==> src/rtl/dma_chain_walker.sv <==
module dma_chain_walker #(
  parameter int AW     = 32,
  parameter int SIZE_W = 12
) (
  input  logic              clk,
  input  logic              rst_n,
  input  logic              start,
  input  logic [AW-1:0]     head_ptr,
  input  logic              abort,
  output logic              busy,
  output logic              rd_req_valid,
  input  logic              rd_req_ready,
  output logic [AW-1:0]     rd_req_addr,
  output logic [1:0]        rd_req_master,
  input  logic              rd_rsp_valid,
  input  logic [31:0]       rd_rsp_data,
  output logic              wr_valid,
  input  logic              wr_ready,
  output logic [AW-1:0]     wr_addr,
  output logic [1:0]        wr_master,
  output logic [31:0]       wr_data,
  output logic              blk_valid,
  input  logic              blk_ready,
  output logic [AW-1:0]     blk_src,
  output logic [AW-1:0]     blk_dst,
  output logic [SIZE_W-1:0] blk_size,
  output logic [1:0]        blk_dir,
  input  logic              blk_done,
  input  logic [31:0]       blk_src_stat,
  input  logic [31:0]       blk_dst_stat,
  output logic              blk_irq,
  output logic              xfer_done
);
  localparam int DONE_BIT  = 12;
  localparam int LAST_RD   = 4;
  localparam int LAST_WR   = 2;
  localparam int WB_OFFSET = 16;

  typedef enum logic [2:0] {S_IDLE, S_RREQ, S_RWAIT, S_BLK, S_BWAIT, S_WB} st_t;

  st_t          st;
  logic [AW-3:0] base;
  logic [1:0]   mst;
  logic [2:0]   idx;
  logic [31:0]  w_src, w_dst, w_llp, w_clo, w_chi, s_stat, d_stat;
  logic         abort_q;

  wire          stop_now = abort | abort_q;
  wire          chain_en = w_clo[27] | w_clo[28];
  wire          next_ok  = |w_llp[31:2];
  wire [AW-1:0] desc_addr = {base, 2'b00};
  wire [AW-1:0] idx_off   = AW'({idx, 2'b00});

  assign busy          = (st != S_IDLE);
  assign rd_req_valid  = (st == S_RREQ);
  assign rd_req_addr   = desc_addr + idx_off;
  assign rd_req_master = mst;
  assign wr_valid      = (st == S_WB);
  assign wr_addr       = desc_addr + AW'(WB_OFFSET) + idx_off;
  assign wr_master     = mst;
  assign wr_data       = (idx == 3'd0) ? (w_chi | (32'd1 << DONE_BIT)) :
                         (idx == 3'd1) ? s_stat : d_stat;
  assign blk_valid     = (st == S_BLK);
  assign blk_src       = AW'(w_src);
  assign blk_dst       = AW'(w_dst);
  assign blk_size      = w_chi[SIZE_W-1:0];
  assign blk_dir       = w_clo[21:20];

  always_ff @(posedge clk or negedge rst_n) begin
    if (!rst_n) begin
      st        <= S_IDLE;
      base      <= '0;
      mst       <= '0;
      idx       <= '0;
      w_src     <= '0;
      w_dst     <= '0;
      w_llp     <= '0;
      w_clo     <= '0;
      w_chi     <= '0;
      s_stat    <= '0;
      d_stat    <= '0;
      abort_q   <= 1'b0;
      blk_irq   <= 1'b0;
      xfer_done <= 1'b0;
    end else begin
      blk_irq   <= 1'b0;
      xfer_done <= 1'b0;
      if (abort && st != S_IDLE) abort_q <= 1'b1;
      case (st)
        S_IDLE: begin
          abort_q <= 1'b0;
          if (start) begin
            base <= head_ptr[AW-1:2];
            mst  <= head_ptr[1:0];
            idx  <= '0;
            st   <= S_RREQ;
          end
        end
        S_RREQ: if (rd_req_ready) st <= S_RWAIT;
        S_RWAIT: if (rd_rsp_valid) begin
          case (idx)
            3'd0:    w_src <= rd_rsp_data;
            3'd1:    w_dst <= rd_rsp_data;
            3'd2:    w_llp <= rd_rsp_data;
            3'd3:    w_clo <= rd_rsp_data;
            default: w_chi <= rd_rsp_data;
          endcase
          if (stop_now)                   st <= S_IDLE;
          else if (idx == 3'(LAST_RD))    st <= S_BLK;
          else begin
            idx <= idx + 3'd1;
            st  <= S_RREQ;
          end
        end
        S_BLK: begin
          if (blk_ready)     st <= S_BWAIT;
          else if (stop_now) st <= S_IDLE;
        end
        S_BWAIT: begin
          if (stop_now) st <= S_IDLE;
          else if (blk_done) begin
            s_stat <= blk_src_stat;
            d_stat <= blk_dst_stat;
            idx    <= '0;
            st     <= S_WB;
          end
        end
        S_WB: if (wr_ready) begin
          if (stop_now) st <= S_IDLE;
          else if (idx == 3'(LAST_WR)) begin
            blk_irq <= w_clo[0];
            if (chain_en && next_ok) begin
              base <= w_llp[31:2];
              mst  <= w_llp[1:0];
              idx  <= '0;
              st   <= S_RREQ;
            end else begin
              xfer_done <= 1'b1;
              st        <= S_IDLE;
            end
          end else idx <= idx + 3'd1;
        end
        default: st <= S_IDLE;
      endcase
    end
  end
endmodule

==> config.mk <==
export PLATFORM = sky130hd
export DESIGN_NAME = dma_chain_walker
export DESIGN_NICKNAME = d
export VERILOG_FILES = /design/src/rtl/dma_chain_walker.sv
export SDC_FILE = /design/constraint.sdc
export NUM_CORES = 1
export LEC_CHECK = 0
export ABC_CLOCK_PERIOD_IN_PS = 4000
export CAP_MARGIN = 10
export CELL_PAD_IN_SITES_DETAIL_PLACEMENT = 1
export CELL_PAD_IN_SITES_GLOBAL_PLACEMENT = 1
export CORE_MARGIN = 2
export CORE_UTILIZATION = 50
export DETAILED_ROUTE_END_ITERATION = 10
export DONT_BUFFER_PORTS = 1
export PLACE_DENSITY = 0.88
export SLEW_MARGIN = 40
export SYNTH_ARGS = -nofsm -noshare
export SYNTH_HDL_FRONTEND = slang
export SYNTH_SLANG_ARGS = --single-unit
==> constraint.sdc <==
create_clock -name clk -period 4 [get_ports clk]
set_clock_uncertainty 0.2 [all_clocks]
set_input_delay 0.8 -clock clk [delete_from_list [all_inputs] [get_ports clk]]
set_output_delay 0.8 -clock clk [all_outputs]
set_load 0.03 [all_outputs]
==> impl_metrics.yaml, run 1 <==
run_status:
  outcome: "finished, violations left"
  violations: "negative hold slack"
route:
  viasPerCell: 5.76
  vias: 7823
  met1_length_mm: 13.4
  dr_wl_met3_mm: 2.40
  drt_first_pass_iters: 4
  routed_wirelength_mm: 34.8
  routedWlPerCell_um: 25.6
  ant_nets: 0
  met2_length_mm: 17.8
  highest_layer: "met5"
  remaining_drc_errors: 0
  drt-initial-drc-count: 382
critical_path:
  cp-start-kind: "register"
  critPathKind: "register to output pin"
  max_stage_delay_ns: 0.43
  path_common_cell: "buf_4"
  crit_end: "wr_addr[27]"
  r2r_end: "w_chi[9]"
  required_ns: 3.00
  cp_max_fo: 6
  cp-startpoint: "base[1]"
  cp_cell_sequence: "ha_2, ha_1, fa_1, a21o_1, nand3_1, buf_4, nor2_1, xor2_1, buf_4"
  worstSetupPathDepth: 9
  worstPathArrival_ns: 2.88
  crit_buf_inv: 2
  r2r_slack_ns: 1.11
  endpoint_kind: "output pin"
  critical_path.slowest_cell: "dfrtp_2"
  reg2reg_from: "idx[1]"
  r2r_cells: 7
  worst_path_dominant_cell_family: "adder cells"
clock_tree:
  cts_sinks: 237
  htree_levels: 1
  cts_tree: "yes"
  path_clk_slew_ns: 0.06
  insertion_delay_ns: 0.51
  cts_max_path_buffers: 3
  cts_root_buffer: "clkbuf_16"
  cts-buffers-inserted: 24
min_path:
  hp-class: "input pin to asynchronous set/reset pin"
placement:
  place_congestion: 0.855
  preCtsSetupSlack_ns: 0.402
  numPortBuffers: 0
  place_hpwl_mm: 24.7
timing:
  final_hold_viol_count: 237
  timing.hold.ws_ns: -0.205
  fmax_mhz: 258
  relSlewSlack: 0.454
  post-route-period-util: 0.970
  fin_tns_setup_ns: 0
  rsz0062_at_grt: "true"
  finalSetupViolations: 0
  period_needed_ns: 3.88
  drv_slew: 0
  worstMarginPinSlew_ns: 0.814
  layout_setup_ws_ns: 0.121
floorplan:
  dieHeight_um: 157
  dieArea_um2: 24800
  io_pins: 321
  row_count: 56
  core_region_area_um2: 23300
  die_x_um: 157
  start_util: 0.506
synth:
  synth_top_family_by_area: "multiplexers"
  ys_seq_area_frac: 0.504
  synth.most_common_cell: "dfrtp_1"
  synth_compound_area_frac: 0.0316
  synth-xor-area-share: 0.0402
  synth-simple-area-share: 0.0991
  synth_edf_count: 0
  ys_warn_count: 0
  synth_seq_cells: 237
  avgSynthCellArea_um2: 12.0
  syn_area_um2: 11800
  synth_ff_type: "dfrtp_1"
  synthAdderAreaFrac: 0.0179
  synthArstFlopShare: 1.00
  synth_top_area_cell: "dfrtp_1"
  synth.distinct_cells: 55
  synth_area_leaders: "dfrtp_1 50%, mux2_2 19%, nand2_1 4.5%, mux2_4 3.4%, mux2i_1 3.4%"
  synthMuxAreaShare: 0.261
  synth.top_cell.area_share: 0.504
  netlist_top_cells_count: "237 x dfrtp_1, 198 x mux2_2, 142 x nand2_1, 40 x mux2i_1, 35 x o21ai_0"
  syn_inst: 977
pwr:
  pwr-share-clk: 0.198
  cellPowerDensity_nw_per_um2: 923
  p_switching_uw: 5340
  finalPower_uw: 12300
  combPwrFrac: 0.378
  seqPwrFrac: 0.424
  p_int_uw: 6980
  ir_worst_vdd_uv: 622
  swShare: 0.433
  cellLeakagePower_uw: 0.00639
global_routing:
  grt_max_degree: 238
  overflow: 0
  antenna_found_initial: 1
  grt_util_all_layers: 0.281
  grt_pass1_vias: 8804
  grt_pass1_wl_mm: 53.2
job:
  cap_violations: 0
final_layout:
  post-route-util: 0.574
  nets: 1176
  num_antenna_cells: 0
  area_growth_pct: 13.4
  drive_gt1_frac: 0.369
[worst reg2reg max path: stages (launching register included)]
cell and delay [ns]:
dfrtp_2 0.41, inv_1 0.09, ha_1 0.20, nor2b_4 0.12, buf_4 0.30, nor4_1 0.29, and3_2 0.72, mux2_2 0.44
[layout make-up]
| type | instances | area [um^2] |
|---|---|---|
| Fill cell | 2360 | 9910 |
| Clock buffer | 33 | 706 |
| Clock inverter | 9 | 148 |
| Sequential cell | 237 | 5930 |
| Multi-Input combinational cell | 649 | 5350 |
| Tap cell | 319 | 399 |
| Timing Repair Buffer | 98 | 761 |
| Inverter | 14 | 52.6 |
[flip-flops by register name, summed over array words and instances, names as in the netlist]
signal         cells
abort_q            1
blk_irq            1
base              30
w_chi             31
st                 3
idx                3
rd_req_master      2
d_stat            32
blk_src           32
w_llp             32
xfer_done          1
blk_dst           32
s_stat            32
w_clo              5
[cells by family after synthesis]
group / after synthesis
AOI/OAI and AO/OA: 58
xor gates and xnor gates: 54
adders and majority gates: 15
buffers and inverters: 94
DFF: 237
muxes: 268
other: 1
and+or+nand+nor: 250
[what timing repair did]
item	4_1_cts	5_1_grt
gates resized for setup	2	6
hold endpoints to repair	237	237
endpoints found under the setup margin	4	26
buffers inserted	0	1
[power by group through the flow]
stage	Sequential, uW	Clock [uW]	Combinational [uW]
2_1_floorplan	4550	0	3790
3_3_place_gp	5100	0	4390
3_5_place_dp	5210	0	4610
4_1_cts	5200	2480	4680
5_1_grt	5350	2560	4960
6_report	5220	2440	4660
[how the worst min path moves through the flow]
stage,start,to,slack (ns),depth (start not counted)
floorplan,w_clo[0],blk_irq,0.25,1
global placement,w_clo[0],blk_irq,0.28,1
detailed placement,w_clo[0],blk_irq,0.28,1
CTS,rst_n,xfer_done,-0.23,0
global route,rst_n,xfer_done,-0.24,0
finish,rst_n,xfer_done,-0.21,0
[stage by stage]
stage / instances / area (um^2) / hold slack, ns
detailed placement: 1316 / 12500 / 0.277
floorplan: 980 / 11800 / 0.247
finish: 1359 / 13400 / -0.205
CTS: 1358 / 13300 / -0.233
global placement: 1316 / 12500 / 0.275
global route: 1359 / 13400 / -0.243
[layout by cell type (no fill, tap or decap), types with 5 or more instances in the layout]
cell type,count
dfrtp_1,235
xnor2_1,29
and2_1,6
clkbuf_16,25
inv_1,13
mux2_2,198
nand4_1,15
mux2_4,27
o21ai_0,34
ha_1,10
nand2_1,142
buf_4,96
nor2_1,25
clkbuf_8,5
nand3_1,10
xor2_1,25
mux2i_1,40
and4_1,5
nor3_1,9
nor4_1,8
[per-layer routing]
layer	track usage	vias up
li1	-	3448
met1	0.341	3982
met2	0.494	313
met3	0.0628	78
met4	0.0918	2
met5	0	-
Power figures use the tool's default switching activity.
==> run 2: changes to the inputs <==
--- a/config.mk
+++ b/config.mk
@@ -5,12 +5,13 @@
 export SDC_FILE = /design/constraint.sdc
 export NUM_CORES = 1
 export LEC_CHECK = 0
+export ABC_AREA = 1
 export ABC_CLOCK_PERIOD_IN_PS = 4000
 export CAP_MARGIN = 10
 export CELL_PAD_IN_SITES_DETAIL_PLACEMENT = 1
 export CELL_PAD_IN_SITES_GLOBAL_PLACEMENT = 1
 export CORE_MARGIN = 2
-export CORE_UTILIZATION = 50
+export CORE_UTILIZATION = 47
 export DETAILED_ROUTE_END_ITERATION = 10
 export DONT_BUFFER_PORTS = 1
 export PLACE_DENSITY = 0.88
==> impl_metrics.yaml, run 2 <==
run_status:
  outcome: "finished, violations left"
  violations: "negative hold slack"
timing:
  worstMarginPinSlew_ns: 0.776
  fmax_mhz: 255
  fin_tns_setup_ns: 0
  relSlewSlack: 0.479
  period_needed_ns: 3.93
  final_hold_viol_count: 237
  finalSetupViolations: 0
  timing.hold.ws_ns: -0.221
  drv_slew: 0
  post-route-period-util: 0.982
route:
  routed_wirelength_mm: 37.6
  met1_length_mm: 14.8
  drt_first_pass_iters: 5
  highest_layer: "met5"
  ant_nets: 0
  dr_wl_met3_mm: 2.89
  drt-initial-drc-count: 627
  viasPerCell: 5.58
  vias: 9529
  routedWlPerCell_um: 22.0
  remaining_drc_errors: 0
  met2_length_mm: 18.6
synth:
  synth.top_cell.area_share: 0.516
  ys_seq_area_frac: 0.516
  synth-xor-area-share: 0.0411
  synth_ff_type: "dfrtp_1"
  synth.distinct_cells: 33
  synthAdderAreaFrac: 0.0183
  synth_compound_area_frac: 0.0838
  synth_top_area_cell: "dfrtp_1"
  netlist_top_cells_count: "444 x nand2_1, 237 x dfrtp_1, 140 x o21ai_0, 95 x nor2_1, 77 x inv_1"
  synthMuxAreaShare: 0.0627
  synthArstFlopShare: 1.00
  syn_area_um2: 11500
  ys_warn_count: 0
  synth_seq_cells: 237
  synth_top_family_by_area: "simple AND/OR/NAND/NOR gates"
  synth-simple-area-share: 0.215
  syn_inst: 1338
  synth.most_common_cell: "nand2_1"
  avgSynthCellArea_um2: 8.60
  synth_area_leaders: "dfrtp_1 52%, nand2_1 14%, mux2_2 6.3%, o21ai_0 6.1%, xor2_1 3.8%"
  synth_edf_count: 0
global_routing:
  grt_pass1_wl_mm: 57.7
  grt_max_degree: 238
  antenna_found_initial: 5
  overflow: 0
  grt_pass1_vias: 10200
  grt_util_all_layers: 0.286
pwr:
  p_switching_uw: 6300
  seqPwrFrac: 0.385
  combPwrFrac: 0.428
  p_int_uw: 6430
  cellPowerDensity_nw_per_um2: 975
  cellLeakagePower_uw: 0.00657
  swShare: 0.495
  ir_worst_vdd_uv: 699
  pwr-share-clk: 0.186
  finalPower_uw: 12700
final_layout:
  area_growth_pct: 13.5
  post-route-util: 0.540
  fillCellCount: 2818
  mostFrequentLayoutCells: "436 x nand2_1, 235 x dfrtp_1, 139 x o21ai_0"
  nets: 1517
  layout.cells.non_filler: 1707
  drive_gt1_frac: 0.162
  layout_commonest_cell: "nand2_1"
  num_antenna_cells: 0
critical_path:
  cp-start-kind: "register"
  endpoint_kind: "output pin"
  r2r_slack_ns: 1.04
  cp_max_fo: 36
  critPathKind: "register to output pin"
  required_ns: 3.00
  worstPathArrival_ns: 2.93
clock_tree:
  cts_sinks: 237
  cts_max_path_buffers: 3
  insertion_delay_ns: 0.52
  cts-buffers-inserted: 25
  path_clk_slew_ns: 0.06
  cts_root_buffer: "clkbuf_16"
  htree_levels: 1
  cts_tree: "yes"
placement:
  placed_cells: 1662
  numPortBuffers: 0
  place_hpwl_mm: 26.7
  place_congestion: 0.894
floorplan:
  core_region_area_um2: 24200
  dieHeight_um: 160
  start_util: 0.476
  io_pins: 321
  row_count: 57
  die_x_um: 160
  dieArea_um2: 25700
job:
  cap_violations: 0
min_path:
  hp-class: "input pin to asynchronous set/reset pin"
-- run 2: changes by cell type after synthesis, sizes merged, moves of 25 or more --
cell / change
xnor2: -25
mux2i: -40
inv: +66
a31oi: +30
mux2: -164
xor2: +25
o21ai: +106
nand3: +45
buf: -27
nand2: +302
nor2: +72
clkbuf: +32
-- run 2: per-layer routing --
layer,track usage,vias up
li1,-,4312
met1,0.344,4735
met2,0.500,381
met3,0.0757,93
met4,0.0962,8
met5,0,-
-- run 2: power groups by stage --
stage          logic (uW)  registers, uW  clock network, uW
6_report             5450           4910               2370
5_1_grt              5890           5000               2490
4_1_cts              5440           4890               2390
3_5_place_dp         5360           4900                  0
3_3_place_gp         5100           4840                  0
2_1_floorplan        4030           4390                  0
-- run 2: cells by family after synthesis --
| family | Yosys count |
|---|---|
| adder cells (fa/ha/maj) | 15 |
| AND/OR/NAND/NOR | 619 |
| other | 1 |
| flip-flops | 237 |
| XOR/XNOR | 54 |
| AO/OA/AOI/OAI | 182 |
| multiplexers | 64 |
| buffers and inverters | 166 |
-- run 2: final cells by class --
| cell class | instances | area (um^2) | share of cell area |
|---|---|---|---|
| Clock buffer | 34 | 699 | 0.0536 |
| Clock inverter | 11 | 130 | 0.00996 |
| Timing Repair Buffer | 82 | 628 | 0.0481 |
| Tap cell | 324 | 405 | 0.0310 |
| Inverter | 81 | 304 | 0.0233 |
| Sequential cell | 237 | 5930 | 0.454 |
| Multi-Input combinational cell | 938 | 4960 | 0.380 |
-- run 2: path summary, 6_finish.rpt --
kind | startpoint | to | cells past startpoint
max reg2reg | idx[1] | blk_dst[22] | 7
min | rst_n | blk_dst[10] | 0
min reg2reg | w_clo[28] | w_clo[28] | 2
min in group clk | blk_dst_stat[24] | d_stat[24] | 1
max in group asynchronous | rst_n | idx[1] | 0
max | idx[0] | wr_data[24] | 8
-- run 2: metrics by stage --
| stage | instance area (um^2) | setup WS, ns |
|---|---|---|
| 6_report | 13100 | 0.0738 |
| 5_1_grt | 13100 | -0.0399 |
| 4_1_cts | 13000 | 0.00899 |
| 3_5_place_dp | 12200 | 0.385 |
| 3_3_place_gp | 12100 | 0.562 |
| 2_1_floorplan | 11500 | 0.632 |
-- run 2: timing repair --
item,CTS,global route
gates resized for setup,9,13
pin swaps,0,0
endpoints found under the hold margin,237,237
buffers inserted,0,0
setup endpoints to repair,16,16
-- run 2: critical path, stage by stage, from the launching register on --
cell and delay [ns]:
dfrtp_1 0.44, inv_1 0.11, ha_1 0.17, inv_1 0.05, nor2_1 0.43, inv_2 0.43, buf_12 0.30, a31oi_1 0.24
buf_4 0.21
==> run 3: changes to the inputs <==
--- a/config.mk
+++ b/config.mk
@@ -10,7 +10,7 @@
 export CAP_MARGIN = 10
 export CELL_PAD_IN_SITES_DETAIL_PLACEMENT = 1
 export CELL_PAD_IN_SITES_GLOBAL_PLACEMENT = 1
-export CORE_MARGIN = 2
+export CORE_MARGIN = 3
 export CORE_UTILIZATION = 47
 export DETAILED_ROUTE_END_ITERATION = 10
 export DONT_BUFFER_PORTS = 1
==> impl_metrics.yaml, run 3 (synthesis gave the netlist of run 2 again) <==
timing:
  period_needed_ns: 3.92
  final_hold_viol_count: 237
  fmax_mhz: 255
  relSlewSlack: 0.482
  post-route-period-util: 0.981
  rsz0062_at_grt: "true"
  timing.hold.ws_ns: -0.221
  drv_slew: 0
  layout_setup_ws_ns: 0.0775
  fin_tns_setup_ns: 0
  finalSetupViolations: 0
  worstMarginPinSlew_ns: 0.769
floorplan:
  io_pins: 321
  start_util: 0.484
  dieArea_um2: 26400
  dieHeight_um: 162
  row_count: 56
  die_x_um: 162
  core_region_area_um2: 23800
critical_path:
  critPathKind: "register to output pin"
  r2r_cells: 8
  cp_max_fo: 5
  cp-start-kind: "register"
  endpoint_kind: "output pin"
  required_ns: 3.00
  worstPathArrival_ns: 2.92
pwr:
  p_switching_uw: 6350
  cellPowerDensity_nw_per_um2: 978
  ir_worst_vdd_uv: 750
  seqPwrFrac: 0.385
  combPwrFrac: 0.428
  swShare: 0.496
  cellLeakagePower_uw: 0.00658
  p_int_uw: 6460
  pwr-share-clk: 0.186
route:
  drt-initial-drc-count: 582
  remaining_drc_errors: 0
  routed_wirelength_mm: 38.8
  drt_first_pass_iters: 5
  vias: 9694
  ant_nets: 0
  viasPerCell: 5.69
  routedWlPerCell_um: 22.8
final_layout:
  fin_area_um2: 13100
  mostFrequentLayoutCells: "437 x nand2_1, 234 x dfrtp_1, 139 x o21ai_0"
  area_growth_pct: 13.8
  multiInputGateArea_um2: 4950
  nets: 1520
  regArea_um2: 5930
  layout_commonest_cell: "nand2_1"
  fillCellCount: 2688
  drive_gt1_frac: 0.161
run_status:
  outcome: "finished, violations left"
  violations: "negative hold slack"
clock_tree:
  cts_tree: "yes"
  insertion_delay_ns: 0.51
  cts_sinks: 237
  htree_levels: 1
  cts_max_path_buffers: 3
  path_clk_slew_ns: 0.06
  cts_root_buffer: "clkbuf_16"
  cts-buffers-inserted: 25
global_routing:
  grt_pass1_vias: 10500
  overflow: 0
  antenna_found_initial: 2
  gr-usage-met1: 0.336
  met3_usage: 0.0905
  grt_util_all_layers: 0.287
  grt_use_met2: 0.497
  busiest_layer: "met2"
  grt_max_degree: 238
  grt_pass1_wl_mm: 59.5
placement:
  numPortBuffers: 0
  place_area_um2: 12100
  preCtsSetupSlack_ns: 0.294
  place_congestion: 0.909
  place_hpwl_mm: 26.6
min_path:
  hp-class: "input pin to asynchronous set/reset pin"
job:
  cap_violations: 0
## run 3: cell type report
class                           instances  share of cell area
Antenna cell                            1            0.000191
Clock buffer                           40              0.0590
Clock inverter                          4             0.00535
Inverter                               81              0.0232
Multi-Input combinational cell        938               0.378
Sequential cell                       237               0.453
Tap cell                              319              0.0305
Timing Repair Buffer                   85              0.0506
## run 3: routing by layer
metal  up-vias  routed length (um)  part of all wire
li1       4328                   -                 -
met5         -                  27           0.00070
met4         4                1370             0.035
met1      4834               14900              0.38
met3       109                3420             0.088
met2       419               19100              0.49
## run 3: worst paths after layout
kind,slack (ns),endpoint,from
worst min-delay path,-0.22,s_stat[6],rst_n
max in group asynchronous,3.25,idx[2],rst_n
worst min register to register,0.29,w_llp[0],w_llp[0]
worst max-delay path,0.08,wr_addr[20],base[1]
min in group clk,0.23,d_stat[8],blk_dst_stat[8]
worst max register to register,1.43,base[9],st[1]
## run 3: worst max-delay path: stages (launching register included)
cell and delay [ns]:
dfrtp_1 0.42, ha_1 0.29, fa_1 0.46, inv_1 0.07
a21oi_1 0.06, nor2_1 0.14, nor2_2 0.11, nor4_2 0.32
nand2_1 0.16, xor2_1 0.19, buf_4 0.19
## run 3: what timing repair did
action | in CTS | in global routing
endpoints found under the hold margin | 237 | 237
gates resized for setup | 9 | 12
endpoints found under the setup margin | 17 | 24
buffers inserted | 2 | 2
pin swaps | 1 | 0
## run 3: per-stage QoR
| stage | power (uW) | std cells | utilization |
|---|---|---|---|
| after global placement | 9950 | 1655 | 0.510 |
| final | 12800 | 1705 | 0.551 |
| after CTS | 12800 | 1701 | 0.547 |
| after detailed placement | 10200 | 1655 | 0.510 |
| after global routing | 13500 | 1704 | 0.551 |
| after floorplan | 8420 | 1341 | - |
## run 3: power by group through the flow
stage | Clock [uW] | Combinational, uW | Sequential, uW
3_3_place_gp | 0 | 5090 | 4850
2_1_floorplan | 0 | 4030 | 4390
4_1_cts | 2420 | 5460 | 4930
5_1_grt | 2530 | 5930 | 5030
6_report | 2390 | 5490 | 4930
3_5_place_dp | 0 | 5320 | 4920
